[src/rtl/nand_init_pkg.sv]
package nand_init_pkg;

    typedef enum logic [2:0] {
        ST_OFF,
        ST_SETTLE,
        ST_ISSUE,
        ST_BLANK,
        ST_WAIT,
        ST_DONE,
        ST_FAULT
    } init_state_e;

    localparam logic [7:0] OP_RESET      = 8'hFF;
    localparam logic [7:0] OP_STATUS     = 8'h70;
    localparam logic [7:0] OP_STATUS_ENH = 8'h78;

endpackage

[src/rtl/nand_rb_sync.sv]
module nand_rb_sync #(
    parameter int STAGES = 2
) (
    input  logic clk,
    input  logic rst_n,
    input  logic async_i,
    output logic sync_o
);
    logic [STAGES-1:0] chain_q;

    generate
        if (STAGES == 1) begin : g_single
            always_ff @(posedge clk or negedge rst_n) begin
                if (!rst_n) chain_q <= 1'b1;
                else        chain_q <= async_i;
            end
        end else begin : g_multi
            always_ff @(posedge clk or negedge rst_n) begin
                if (!rst_n) chain_q <= '1;
                else        chain_q <= {chain_q[STAGES-2:0], async_i};
            end
        end
    endgenerate

    assign sync_o = chain_q[STAGES-1];
endmodule

[src/rtl/nand_cmd_gate.sv]
module nand_cmd_gate
    import nand_init_pkg::*;
(
    input  init_state_e state_i,
    input  logic        pwr_good_i,
    input  logic        cmd_valid_i,
    input  logic [7:0]  cmd_i,
    output logic        grant_o
);
    logic is_status;
    logic allow;

    always_comb begin
        is_status = (cmd_i == OP_STATUS) || (cmd_i == OP_STATUS_ENH);
        case (state_i)
            ST_DONE:                     allow = 1'b1;
            ST_BLANK, ST_WAIT, ST_FAULT: allow = is_status;
            default:                     allow = 1'b0;
        endcase
        grant_o = cmd_valid_i && pwr_good_i && allow;
    end
endmodule

[src/rtl/nand_pwrup_seq.sv]
module nand_pwrup_seq
    import nand_init_pkg::*;
#(
    parameter int NUM_DIES      = 2,
    parameter int CLK_KHZ       = 200000,
    parameter int BUSY_LIMIT_US = 2000,
    parameter int SETTLE_CYC    = 64,
    parameter int BLANK_CYC     = 4,
    parameter int DIE_W         = (NUM_DIES > 1) ? $clog2(NUM_DIES) : 1
) (
    input  logic                clk,
    input  logic                rst_n,
    input  logic                pwr_good_i,
    input  logic                rb_n_i,
    input  logic                host_cmd_valid_i,
    input  logic [7:0]          host_cmd_i,
    input  logic [DIE_W-1:0]    host_die_i,
    output logic                host_grant_o,
    output logic                bus_strobe_o,
    output logic [7:0]          bus_opcode_o,
    output logic [NUM_DIES-1:0] bus_ce_n_o,
    output logic                wp_n_o,
    output logic                init_done_o,
    output logic                timeout_err_o
);
    localparam int TO_CYC  = CLK_KHZ * BUSY_LIMIT_US / 1000;
    localparam int AGE_W   = $clog2(TO_CYC + 1);
    localparam int CNT_MAX = (SETTLE_CYC > BLANK_CYC) ? SETTLE_CYC : BLANK_CYC;
    localparam int CNT_W   = $clog2(CNT_MAX + 1);

    typedef struct packed {
        init_state_e         st;
        logic [CNT_W-1:0]    cnt;
        logic [AGE_W-1:0]    age;
        logic [DIE_W-1:0]    die;
        logic                strobe;
        logic [7:0]          op;
        logic [NUM_DIES-1:0] ce_n;
        logic                wp_n;
        logic                done;
        logic                err;
    } seq_regs_t;

    localparam seq_regs_t RESET_VAL = '{
        st: ST_OFF, cnt: '0, age: '0, die: '0, strobe: 1'b0, op: '0,
        ce_n: '1, wp_n: 1'b0, done: 1'b0, err: 1'b0
    };

    seq_regs_t q, d;
    logic      rb_ready;
    logic      grant;

    nand_rb_sync #(.STAGES(2)) rb_sync_i (
        .clk     (clk),
        .rst_n   (rst_n),
        .async_i (rb_n_i),
        .sync_o  (rb_ready)
    );

    nand_cmd_gate gate_i (
        .state_i     (q.st),
        .pwr_good_i  (pwr_good_i),
        .cmd_valid_i (host_cmd_valid_i),
        .cmd_i       (host_cmd_i),
        .grant_o     (grant)
    );

    always_comb begin
        d        = q;
        d.strobe = 1'b0;
        d.ce_n   = '1;
        case (q.st)
            ST_OFF: begin
                d.cnt = '0;
                d.age = '0;
                d.die = '0;
                if (pwr_good_i) d.st = ST_SETTLE;
            end
            ST_SETTLE: begin
                if (q.cnt == CNT_W'(SETTLE_CYC - 1)) begin
                    d.st  = ST_ISSUE;
                    d.cnt = '0;
                    d.die = '0;
                end else begin
                    d.cnt = q.cnt + CNT_W'(1);
                end
            end
            ST_ISSUE: begin
                d.strobe = 1'b1;
                d.op     = OP_RESET;
                d.ce_n   = ~(NUM_DIES'(1) << q.die);
                d.st     = ST_BLANK;
                d.cnt    = '0;
                d.age    = '0;
            end
            ST_BLANK: begin
                d.age = q.age + AGE_W'(1);
                if (q.cnt == CNT_W'(BLANK_CYC - 1)) d.st = ST_WAIT;
                else                                d.cnt = q.cnt + CNT_W'(1);
            end
            ST_WAIT: begin
                d.age = q.age + AGE_W'(1);
                if (rb_ready) begin
                    if (q.die == DIE_W'(NUM_DIES - 1)) begin
                        d.st = ST_DONE;
                    end else begin
                        d.die = q.die + DIE_W'(1);
                        d.st  = ST_ISSUE;
                    end
                end else if (q.age == AGE_W'(TO_CYC - 1)) begin
                    d.st  = ST_FAULT;
                    d.err = 1'b1;
                end
            end
            default: ;
        endcase

        if (grant) begin
            d.strobe = 1'b1;
            d.op     = host_cmd_i;
            d.ce_n   = ~(NUM_DIES'(1) << host_die_i);
        end

        if (!pwr_good_i) begin
            d.st     = ST_OFF;
            d.strobe = 1'b0;
            d.ce_n   = '1;
        end

        d.done = (d.st == ST_DONE);
        d.wp_n = (d.st == ST_DONE);
    end

    always_ff @(posedge clk or negedge rst_n) begin
        if (!rst_n) q <= RESET_VAL;
        else        q <= d;
    end

    assign host_grant_o  = grant;
    assign bus_strobe_o  = q.strobe;
    assign bus_opcode_o  = q.op;
    assign bus_ce_n_o    = q.ce_n;
    assign wp_n_o        = q.wp_n;
    assign init_done_o   = q.done;
    assign timeout_err_o = q.err;
endmodule

[config.mk]
export PLATFORM = sky130hd
export DESIGN_NAME = nand_pwrup_seq
export DESIGN_NICKNAME = d
export VERILOG_FILES = /design/src/rtl/nand_init_pkg.sv /design/src/rtl/nand_rb_sync.sv /design/src/rtl/nand_cmd_gate.sv /design/src/rtl/nand_pwrup_seq.sv
export SDC_FILE = /design/constraint.sdc
export NUM_CORES = 1
export LEC_CHECK = 0
export BUFFER_PORTS_ARGS = -buffer_cell sky130_fd_sc_hd__buf_2
export CORE_MARGIN = 2
export CORE_UTILIZATION = 59
export CTS_BUF_LIST = sky130_fd_sc_hd__clkbuf_16
export CTS_CLUSTER_SIZE = 10
export DETAILED_ROUTE_END_ITERATION = 8
export HOLD_SLACK_MARGIN = 0.02
export PLACE_DENSITY = 0.8
export SYNTH_ARGS = -nofsm -noshare
export SYNTH_HDL_FRONTEND = slang
export SYNTH_SLANG_ARGS = --single-unit
[constraint.sdc]
create_clock -name clk -period 1.75 [get_ports clk]
set_input_delay 0.0875 -clock clk [delete_from_list [all_inputs] [get_ports clk]]
set_output_delay 0.0875 -clock clk [all_outputs]
set_load 0.05 [all_outputs]
After elaboration in Yosys (flattened, before gate mapping)
Index checks and enable logic that the tools add are counted.
{ "word_totals": {"register_bits": 45, "inputBits": 14, "output_inout_bits": 15, "word_cells": 67} }
{ "op_classes": {"n_addsub": 3, "eq_ne": 15, "n_shift": 2, "muxes": 20, "n_bitwise": 3, "reduce_logical": 14} }
{ "ops": {"columns": ["cell", "count"], "rows": [
  ["$pmux W19 S2", 1],
  ["$mux W11", 2],
  ["$pmux W7 S3", 1],
  ["$add A19 B1 Y19 const B", 1],
  ["$eq A19 B19 Y1 const B", 1],
  ["$mux W3", 6],
  ["$eq A8 B7 Y1 const B", 2],
  ["$pmux W3 S5", 1],
  ["$mux W7", 2],
  ["$eq A3 B3 Y1 const B", 4],
  ["$add A7 B1 Y7 const B", 1],
  ["$eq A7 B2 Y1 const B", 1],
  ["$eq A7 B6 Y1 const B", 1],
  ["$eq A3 B2 Y1 const B", 2],
  ["$ne A2 B2 Y1 const B", 3],
  ["$reduce_and A3 Y1", 2],
  ["$reduce_bool A3 Y1", 2],
  ["$mux W1", 4],
  ["$not A2 Y2", 2],
  ["$reduce_bool A2 Y1", 2],
  ["$reduce_or A2 Y1", 2],
  ["$shl A1 B1 Y2 const A", 2],
  ["$eq A3 B1 Y1 const B", 1],
  ["$logic_not A3 Y1", 1],
  ["9 further kinds", 10]
]} }

Logic depth before layout (Yosys ltp)
Gate-level depths: netlist of run 1.
{ "depth": {"depth_word": 6, "mapped_depth": 7, "ltp_nobuf": 5} }

By module
From an unflattened synthesis of run 1, not the netlist that was laid out.
{ "hier_totals": {"hier_cells": 261, "hier_area_um2": 2424.8} }
{ "by_module_without_submodules": {"columns": ["module", "n_inst", "cells_each", "area_per_inst_um2", "seq_area_each_um2"], "rows": [
  ["nand_pwrup_seq", 1, 251, 2313.5, 1078.5],
  ["nand_cmd_gate", 1, 8, 58.8, 0.0],
  ["nand_rb_sync", 1, 2, 52.6, 52.6]
]} }

Worst setup path before layout of run 1
No wires, ideal clock.
{ "synth_timing": {"path_type": "register to register", "start": "register q[15] (netlist bit)", "end": "register q[31] (netlist bit)", "setup_ns": 0.078, "arrival_ns": 1.461, "required_time_ns": 1.672, "path_slack_ns": 0.211, "stages_incl_launch_ff": 6, "path_buffers": 0, "synth_period_minus_slack_ns": 1.539, "path_cell_list": "dfrtp_1 > ha_1 > and4_1 > nand4_1 > or3_1 > a21oi_1"} }
{ "synth_via": {"elab_chain_len": 2} }
{ "synth_rtl": {"columns": ["item", "line_no", "source"], "rows": [
  ["from (decl)", "nand_pwrup_seq.sv:49", "seq_regs_t q, d;"],
  ["from (signal assigned)", "nand_pwrup_seq.sv:135", "if (!rst_n) q <= RESET_VAL;"],
  ["from (signal assigned)", "nand_pwrup_seq.sv:136", "else q <= d;"],
  ["$add A19 B1 Y19", "nand_pwrup_seq.sv:97, nand_pwrup_seq.sv:102", null],
  ["$pmux W19 S2", "nand_pwrup_seq.sv:72", "case (q.st)"]
]} }
Every way passes these cells.
A chain may end at the register's enable or synchronous reset.

Final worst setup path of run 1
{ "layout_timing": {"start": "register q[41] (netlist bit)", "end": "register q (netlist bit bus_opcode_o[2])"} }
{ "layout_via": {"elab_chain_len": 5, "word_cells_on_any_way": 10, "cone_classes": "eq/ne: 5; mux: 2; reduce/logical: 3"} }
{ "layout_rtl": {"columns": ["item", "line_no", "source"], "rows": [
  ["$eq A3 B2 Y1 / $eq A3 B3 Y1 (equally long branches)", "nand_cmd_gate.sv:15", "case (state_i)"],
  ["$reduce_or A3 Y1", "nand_cmd_gate.sv:15", null],
  ["$pmux W1 S2", "nand_cmd_gate.sv:15", null],
  ["$logic_and A1 B1 Y1", "nand_cmd_gate.sv:20", "grant_o = cmd_valid_i && pwr_good_i && allow;"],
  ["$mux W11 / $reduce_bool A2 Y1 (equally long branches)", null, null]
]} }
Parallel ways exist; a longest one is shown, timed or not.

==> results of run 1 <==
## worst paths after layout
check                                          start                    to  slack [ns]  depth (start not counted)
worst min-delay path                   host_cmd_i[3]       bus_opcode_o[3]        0.02                          2
worst max-delay path                           q[41]       bus_opcode_o[2]        0.08                          6
min in group asynchronous                      rst_n                 q[31]        0.39                          2
worst min register to register  rb_sync_i.chain_q[0]  rb_sync_i.chain_q[1]        0.36                          0
worst max register to register                 q[41]       bus_opcode_o[2]        0.08                          6
max in group asynchronous                      rst_n                 q[42]        0.76                          3
## critical path, cell delays in order (launching register included)
cell and delay [ns]:
dfrtp_1 0.39, buf_12 0.17, nand3b_1 0.15, buf_4 0.17, nor3_1 0.07, or4_1 0.47, o221a_1 0.13
## registers in the layout (all words and copies together), names as in the netlist
name	cells
bus_ce_n_o	2
init_done_o	1
rb_sync_i.chain_q	2
q	30
bus_opcode_o	8
bus_strobe_o	1
timeout_err_o	1
## final cells by class
cell class,count,area [um^2],share of cell area [%]
multi-input cells,210,1448,44.91
inverters,11,43.79,1.359
repair buffers,56,370.4,11.49
clock buffers,5,125.1,3.882
flip-flops and latches,45,1134,35.17
well taps,52,65.06,2.019
clock inverters,3,37.54,1.165
## power by group
part | total [mW] | switching (mW) | internal [mW]
clock network | 1.03 | 0.369 | 0.663
registers | 1.07 | 0.0138 | 1.06
logic | 0.194 | 0.123 | 0.0713
## what timing repair did
item                                    in CTS  in global routing
gates resized for setup                      2                 13
endpoints found under the hold margin       27                  0
pin swaps                                    1                  7
hold buffers                                 2                  0
setup buffers                                2                  4
endpoints found under the setup margin       2                 10
## metal layers
metal,global-route usage [%],wire (um),up-vias
li1,-,-,1162
met4,9.853,110,0
met3,3.750,346,10
met5,0,0,-
met2,38.17,2777,83
met1,35.48,2819,1131
## through the flow
step	power (mW)	setup TNS, ns	utilization (%)
final	2.301	0	73.52
after global routing	2.377	-0.01330	73.52
after CTS	2.319	0	71.63
after detailed placement	1.279	0	67.04
after global placement	1.276	0	67.04
after floorplan	1.210	0	-
## cell usage in the layout (no fill, tap or decap), drive strengths merged, types with 7 or more instances in the layout
master / synthesis / routed
buf: 21 / 53
dfrtp: 41 / 41
nand2: 20 / 20
nor2: 16 / 16
o21ai: 16 / 16
a21oi: 15 / 15
nand4: 13 / 13
inv: 11 / 12
nand3: 11 / 11
nor3: 9 / 9
and3: 8 / 8
and2: 7 / 7
## cell families (layout without fill, tap and decap cells)
group | count (synthesis) | count (layout)
xor gates and xnor gates | 4 | 4
DFF | 45 | 45
and+or+nand+nor | 123 | 123
AOI/OAI and AO/OA | 77 | 77
adders and majority gates | 2 | 2
buffers and inverters | 33 | 75
muxes | 4 | 4
==> impl_metrics.csv, run 1 <==
group,metric,value,unit
pwr,peakVddDrop,435.3,uV
setup_path,startpoint_type,"register",
timing,max_slew_margin,52.86,%
timing,layout_min_cycle_time,1.674,ns
yosys,synth_edf_count,0,
setup_path,path_class,"register to register",
timing,setup_viol,0,
timing,min_period_over_period,95.66,%
floorplanning,pin_count,29,
cells_and_area,fin_area,3223,um^2
setup_path,worstPathArrival,1.84,ns
timing,hold_viol_final,0,
drt,drt_iter0_drc,199,
cells_and_area,layout.nets,345,
yosys,ys_top_cells_by_count,"dfrtp_1 (41), nand2_1 (20), a21oi_1 (14), buf_4 (14), nor2_1 (14)",
global_route,grt_pass1_wl,10130,um
timing,fin_ws,0.07602,ns
yosys,synth_top_area_cell,"dfrtp_1",
yosys,synth_nets,304,
timing,tightest_slew,0.7071,ns
cts,path_clk_slew,0.06,ns
cts,cts_buffers,5,
yosys,syn_avg_cell_area,9.445,um^2
floorplanning,dieArea,5170,um^2
drt,avgRoutedWirePerCell,15.85,um
place,dp_slack,0.04070,ns
yosys,synthesis.area,2720,um^2
place,dp.cells,366,
cts,cts_buffer_depth,2,
floorplanning,placement_rows,24,
place,place_congestion,0.8801,
timing,holdWs,0.02409,ns
yosys,yosysMostFrequentCell,"dfrtp_1",
setup_path,crit_fanout,25,
cells_and_area,drive_above_1_share,26.97,%
floorplanning,die_x,71.90,um
yosys,synth_xor_area_share,1.288,%
place,dpl.hpwl,4333,um
place,place.port_buffers,28,
yosys,synth-simple-area-share,26.26,%
timing,finalClockSkew,0.005442,ns
job,drv_cap,0,
min_path,hp-class,"input pin to register",
place,place_area,2939,um^2
cells_and_area,area_growth,18.49,%
cts,cts_tree,"done",
outcome,status,"finished, final reports clean",
yosys,ys_ff_latch,45,
floorplanning,die_y,71.90,um
yosys,synthAdderAreaFrac,0.9200,%
floorplanning,start_util,62.04,%
pwr,p_leak,1.427,nW
floorplanning,core-area,4384,um^2
global_route,gr-total-overflow,0,
drt,vias_per_cell,6.246,
cells_and_area,fillers,316,
cts,clk_latency,0.29,ns
yosys,ys_top_cells_by_area,"dfrtp_1 (38%), buf_4 (3.9%), dfstp_2 (3.9%)",
yosys,ys.flop_type,"dfrtp_1",
drt,drt_wl_total,6053,um
drt,drt_pass1_iterations,5,
cts,clock-sinks,45,
global_route,antenna_found_initial,0,
timing,slew_violations,0,
drt,ant_nets,0,
yosys,ys_warn_count,0,
yosys,synth_compound_area_share,21.02,%
cells_and_area,stdcell_count,382,
drt,vias,2386,
timing,rsz0062_at_grt,"true",
setup_path,end_kind,"register",
yosys,async_flop_share,100.0,%
drt,drc,0,
global_route,groute.usage.overall,24.81,%
cells_and_area,antenna_cells,0,
yosys,synth_cell_types,69,
yosys,syn_inst,288,
cts,clockRootBuffer,"clkbuf_16",
cts,htreeDepth,2,
yosys,synthMuxAreaShare,1.932,%
global_route,grt_start_max_net_pins,33,
yosys,synth_top_area_share,37.72,%
global_route,grt_pass1_vias,2112,
setup_path,cp.required,1.92,ns
timing,fmax,597.4,MHz
pwr,pwr_density_cell,713.9,nW/um^2
yosys,ys_seq_area_share,41.58,%
yosys,synth_top_family_by_area,"simple AND/OR/NAND/NOR gates",
Note: power is estimated with default switching activity, not from simulation.
==> run 2: changes to the inputs <==
RECOVER_POWER = 100   (was not set)
==> run 2 against run 1 <==
  * Clock-buffer cell count stayed put
  * Cell area is 0.78% lower
  * Register-to-register slack hardly changed
  * Utilization is 0.57 points lower
  * Fmax is 0.15% higher
  * Wire length is 0.12% higher
  * Die area stayed put
  * Combinational power is 2% lower
  * Non-clock buffer count stayed put
==> impl_metrics.csv, run 2 (synthesis results as in run 1) <==
group,metric,value,unit
outcome,status,"finished, final reports clean",
setup_path,end_kind,"register",
place,dp.cells,366,
global_route,grt_start_max_net_pins,33,
setup_path,critical-path-slowest-cell,"or4_1",
setup_path,cp.required,1.92,ns
place,dpl.hpwl,4333,um
pwr,power.share.sequential,46.8,%
drt,wl_met1,2778,um
setup_path,cpPeakStageDelay,0.47,ns
cells_and_area,top_register,"q",
floorplanning,dieArea,5170,um^2
cells_and_area,drive_above_1_share,22.12,%
job,drv_cap,0,
timing,max_slew_margin,47.90,%
timing,layout_min_cycle_time,1.671,ns
setup_path,startpoint_type,"register",
floorplanning,die_y,71.90,um
drt,ant_nets,0,
place,dp_slack,0.04070,ns
pwr,p_switching,0.5081,mW
cells_and_area,stdcell_count,382,
setup_path,crit_fanout,25,
drt,drt_iter0_drc,205,
cts,cts_buffers,5,
timing,fin_ws,0.07856,ns
timing,slew_violations,0,
cells_and_area,layout.nets,345,
cells_and_area,area_growth,17.57,%
setup_path,critPathTopFamily,"simple AND/OR/NAND/NOR gates",
pwr,pwr_density_cell,718.7,nW/um^2
global_route,antenna_found_initial,0,
timing,hold_viol_final,0,
drt,highest_layer,"met4",
global_route,grt_pass1_vias,2112,
floorplanning,start_util,62.04,%
floorplanning,die_x,71.90,um
floorplanning,core-area,4384,um^2
setup_path,worstPathArrival,1.84,ns
place,place_congestion,0.8801,
cts,clk_latency,0.29,ns
timing,rsz0062_at_grt,"true",
timing,tightest_slew,0.7815,ns
cts,clock-sinks,45,
cts,cts_tree,"done",
pwr,switching_share,22.11,%
cells_and_area,largest_register_ffs,30,
drt,avgRoutedWirePerCell,15.86,um
timing,fmax,598.3,MHz
floorplanning,pin_count,29,
cells_and_area,antenna_cells,0,
cells_and_area,final_common_cell,"dfrtp_1",
drt,dr_wl_met3,385,um
min_path,hp-class,"input pin to register",
drt,vias_per_cell,6.236,
cts,cts_buffer_depth,2,
place,place.port_buffers,28,
cts,htreeDepth,2,
cts,clockRootBuffer,"clkbuf_16",
setup_path,path_class,"register to register",
global_route,groute.usage.overall,24.81,%
drt,drc,0,
drt,drt_pass1_iterations,5,
setup_path,crit_path_cell_trace,"buf_12 -> nand3b_1 -> buf_4 -> nor3_1 -> or4_1 -> o221a_1",
pwr,internal-power,1.790,mW
drt,dr_wl_met2,2785,um
drt,vias,2382,
pwr,power.share.clock,45.0,%
floorplanning,placement_rows,24,
global_route,grt_pass1_wl,10130,um
setup_path,path_buf_inv,2,
timing,setup_viol,0,
pwr,peakVddDrop,435.2,uV
cts,path_clk_slew,0.06,ns
pwr,pwr-share-comb,8.3,%
timing,finalClockSkew,0.006139,ns
timing,min_period_over_period,95.51,%
pwr,p_leak,1.375,nW
drt,drt_wl_total,6060,um
global_route,gr-total-overflow,0,
cells_and_area,final_cell_mix,"dfrtp_1 (39), buf_4 (23), nand2_1 (20)",
==> run 2: cell types whose count changed in the layout (fill, tap and decap cells not counted) <==
cell	change
buf_2	-15
buf_4	-2
clkbuf_1	+16
clkbuf_2	+1
==> run 2: power by group through the flow <==
stage	Clock (mW)	Sequential [mW]	Combinational, mW
finish	1.03	1.07	0.190
global route	1.09	1.08	0.209
CTS	1.05	1.07	0.190
detailed placement	0	1.09	0.186
global placement	0	1.09	0.184
floorplan	0	1.09	0.118
==> run 2: repair_timing <==
item | CTS | global route
hold buffers | 2 | 0
resized for setup | 2 | 13
hold endpoints to repair | 27 | 0
setup buffers | 2 | 4
pin swaps | 1 | 7
endpoints found under the setup margin | 2 | 10
==> run 2: area by class of cell <==
type	count	area, um^2
Clock inverter	3	37.54
Tap cell	52	65.06
Clock buffer	5	125.1
Sequential cell	45	1134
Inverter	11	43.79
Multi-Input combinational cell	210	1448
Fill cell	324	1186
Timing Repair Buffer	56	345.3
==> run 2: worst register-to-register path, cell delays in order (launching register included) <==
cell      delay (ns)
dfrtp_1         0.39
buf_12          0.17
nand3b_1        0.16
buf_4           0.16
nor3_1          0.07
or4_1           0.47
o221a_1         0.13
==> run 2: per-stage QoR <==
| step | hold slack, ns | TNS [ns] | power (mW) | area [um^2] | util, % |
|---|---|---|---|---|---|
| floorplan | -0.2081 | 0 | 1.210 | 2720 | - |
| global placement | 0.1692 | 0 | 1.276 | 2939 | 67.04 |
| detailed placement | 0.1810 | 0 | 1.279 | 2939 | 67.04 |
| CTS | 0.02797 | 0 | 2.319 | 3141 | 71.63 |
| global route | 0.03999 | -0.01330 | 2.373 | 3198 | 72.95 |
| finish | 0.02494 | 0 | 2.298 | 3198 | 72.95 |
==> run 2: worst paths after layout <==
kind / to / slack (ns) / startpoint / depth (start not counted)
max: bus_opcode_o[2] / 0.08 / q[41] / 6
min: bus_opcode_o[3] / 0.02 / host_cmd_i[3] / 2
max reg2reg: bus_opcode_o[2] / 0.08 / q[41] / 6
min reg2reg: rb_sync_i.chain_q[1] / 0.36 / rb_sync_i.chain_q[0] / 0
max in group asynchronous: q[42] / 0.49 / rst_n / 3
min in group asynchronous: q[31] / 0.42 / rst_n / 2
==> run 2: routing by layer <==
layer / GRT usage, % / vias to the layer above
met4: 9.853 / 0
met1: 35.48 / 1125
met3: 3.750 / 10
met5: 0 / -
li1: - / 1161
met2: 38.17 / 86
==> run 3: changes to the inputs <==
BUFFER_PORTS_ARGS = -buffer_cell sky130_fd_sc_hd__clkbuf_2   (was -buffer_cell sky130_fd_sc_hd__buf_2)
CORE_UTILIZATION = 61   (was 59)
CTS_BUF_LIST = sky130_fd_sc_hd__clkbuf_2   (was sky130_fd_sc_hd__clkbuf_16)
PLACE_DENSITY = 0.82   (was 0.8)
SETUP_SLACK_MARGIN = 0.02   (was not set)
==> run 3 against run 2 <==
  * The run now ends with setup timing left
  * Critical path depth rose by 1
  * First-iteration DRC count is 77% higher
  * Sequential share of layout area down 1.5 points
  * Clock skew up 0.0093 ns
  * Register-to-register slack worse by 0.16 ns
  * Cell count is 4.5% higher
  * Fmax is 8.7% lower
  * Clock-buffer cell count increased by 3
  * Sequential power barely moved
  * Via count increased by 11%
  * Flip-flop and latch count unchanged
  * Total power decreased by 23%
  * Critical endpoint is now q[32]
  * Critical path type unchanged
==> impl_metrics.csv, run 3 (synthesis results as in run 1) <==
group,metric,value,unit
pwr,pwr-share-comb,13.3,%
drt,vias_per_cell,6.624,
setup_path,end_kind,"register",
place,dpl.hpwl,4549,um
cts,cts_buffer_depth,2,
floorplanning,dieArea,5009,um^2
timing,max_slew_margin,29.60,%
min_path,hold_path_startpoint,"pwr_good_i",
global_route,antenna_found_initial,0,
setup_path,r2r_start,"q[41]",
pwr,pwr_density_cell,528.0,nW/um^2
cells_and_area,final_cell_mix,"dfrtp_1 (39), buf_4 (23), nand2_1 (20), clkbuf_2 (20), clkbuf_1 (18)",
global_route,grt_pass1_wl,11690,um
setup_path,crit_fanout,5,
cells_and_area,largest_register_ffs,30,
setup_path,worstPathArrival,2.21,ns
setup_path,critPathTopFamily,"simple AND/OR/NAND/NOR gates",
setup_path,ff2ff_setup_slack,-0.08,ns
timing,hold_viol_final,0,
global_route,groute.usage.overall,29.18,%
cells_and_area,area_growth,22.86,%
cells_and_area,fillers,282,
cells_and_area,antenna_cells,0,
drt,ant_nets,0,
min_path,whs_path_depth,4,
pwr,switching_share,27.67,%
pwr,p_switching,0.4883,mW
place,place.port_buffers,28,
setup_path,ff2ff_path_depth,7,
timing,tightest_slew,1.056,ns
drt,avgRoutedWirePerCell,18.11,um
timing,slew_violations,0,
cts,clockRootBuffer,"clkbuf_2",
timing,setup_viol,10,
cts,clock-sinks,45,
floorplanning,die_x,70.78,um
floorplanning,pin_count,29,
cells_and_area,drive_above_1_share,25.94,%
timing,rsz0062_at_grt,"true",
cts,clk_latency,0.42,ns
setup_path,critical-path-slowest-cell,"dfrtp_1",
cells_and_area,layout.nets,362,
setup_path,crit_top_cell,"buf_4",
setup_path,startpoint_type,"register",
pwr,power.total,1.765,mW
pwr,p_leak,1.427,nW
cts,cts_tree,"done",
drt,drt_wl_total,7226,um
floorplanning,start_util,62.91,%
floorplanning,placement_rows,24,
global_route,grt_start_max_net_pins,28,
timing,tns,-0.3789,ns
job,drv_cap,0,
cells_and_area,final_common_cell,"dfrtp_1",
cts,htreeDepth,2,
cts,path_clk_slew,0.22,ns
timing,fin_ws,-0.08081,ns
setup_path,path_class,"register to register",
timing,finalClockSkew,0.01540,ns
place,place_congestion,0.8629,
setup_path,worstSetupPathDepth,7,
drt,drt_iter0_drc,363,
floorplanning,core-area,4324,um^2
timing,min_period_over_period,104.6,%
outcome,failed_checks,"setup timing",
floorplanning,die_y,70.78,um
global_route,gr-total-overflow,0,
outcome,status,"finished with violations",
drt,drc,0,
pwr,power.share.sequential,61.0,%
timing,fmax,546.2,MHz
timing,layout_min_cycle_time,1.831,ns
pwr,power.share.clock,25.6,%
setup_path,cp.required,2.13,ns
pwr,internal-power,1.276,mW
min_path,hp-class,"input pin to register",
pwr,peakVddDrop,315.8,uV
setup_path,crit_path_cell_trace,"buf_12 -> buf_4 -> mux2i_4 -> buf_4 -> nand4_4 -> or4_4 -> a21oi_2",
global_route,grt_pass1_vias,2470,
setup_path,r2r_end,"q[32]",
min_path,min_to,"q[41]",
setup_path,path_buf_inv,3,
cells_and_area,post-route-util,77.29,%
drt,vias,2643,
cts,cts_buffers,5,
setup_path,cpPeakStageDelay,0.47,ns
cells_and_area,top_register,"q",
drt,drt_pass1_iterations,5,
-- run 3: changes by cell type in the layout (fill, tap and decap cells not counted), sizes merged --
cell	previous run	this run
clkbuf	23	39
dlygate4sd3	2	13
buf	36	28
bufbuf	0	1
bufinv	1	0
clkinv	1	0
inv	12	11
-- run 3: layer usage --
layer / up-vias / global-route usage, % / routed length (um)
met4: 0 / 12.37 / 173
met5: - / 0 / 0
met2: 145 / 44.76 / 3461
met1: 1281 / 39.80 / 2992
met3: 24 / 6.980 / 598
li1: 1193 / - / -
-- run 3: timing repair --
action                                 4_1_cts  5_1_grt
endpoints found under the hold margin       57        0
setup buffers                               10        4
hold buffers                                13        0
pin swaps                                    4       14
cloned                                       1        0
setup endpoints to repair                    7       23
gates resized for setup                     10       27
-- run 3: tightest hold or removal path: stages --
cell	delay [ns]
clkbuf_2	0.14
inv_1	0.12
a41oi_2	0.06
o211a_1	0.12
-- run 3: power groups by stage --
stage                     Combinational (mW)  Sequential [mW]  Clock [mW]
after floorplan                        0.118             1.09           0
after global placement                 0.184             1.09           0
after detailed placement               0.187             1.09           0
after CTS                              0.232             1.08       0.460
after global routing                   0.255             1.08       0.499
final                                  0.235             1.08       0.453
-- run 3: cell type report --
cell class                 instances  area, um^2  area share [%]
inverter                          11       41.29           1.235
clock buffer                       8       40.04           1.198
timing repair buffer              73       526.8           15.76
tap                               52       65.06           1.947
sequential                        45        1134           33.92
multi-input combinational        210        1535           45.94
-- run 3: how the worst max path moves through the flow --
stage / start / endpoint / slack, ns
final: q[41] / q[32] / -0.08
after global routing: q[41] / q[32] / -0.17
after CTS: q[41] / host_grant_o / -0.13
after detailed placement: q[43] / init_done_o / -0.001
after global placement: q[43] / init_done_o / 0.01
after floorplan: q[15] / q[31] / 0.21
-- run 3: stage by stage --
step | instances | worst slack (ns) | hold slack (ns) | cell area [um^2]
2_1_floorplan | 288 | 0.2111 | -0.2081 | 2720
3_5_place_dp | 363 | -0.001066 | 0.08907 | 2929
6_report | 399 | -0.08081 | 0.1133 | 3342
5_1_grt | 399 | -0.1731 | 0.09115 | 3342
3_3_place_gp | 363 | 0.01432 | 0.08271 | 2929
4_1_cts | 395 | -0.1293 | 0.06172 | 3253
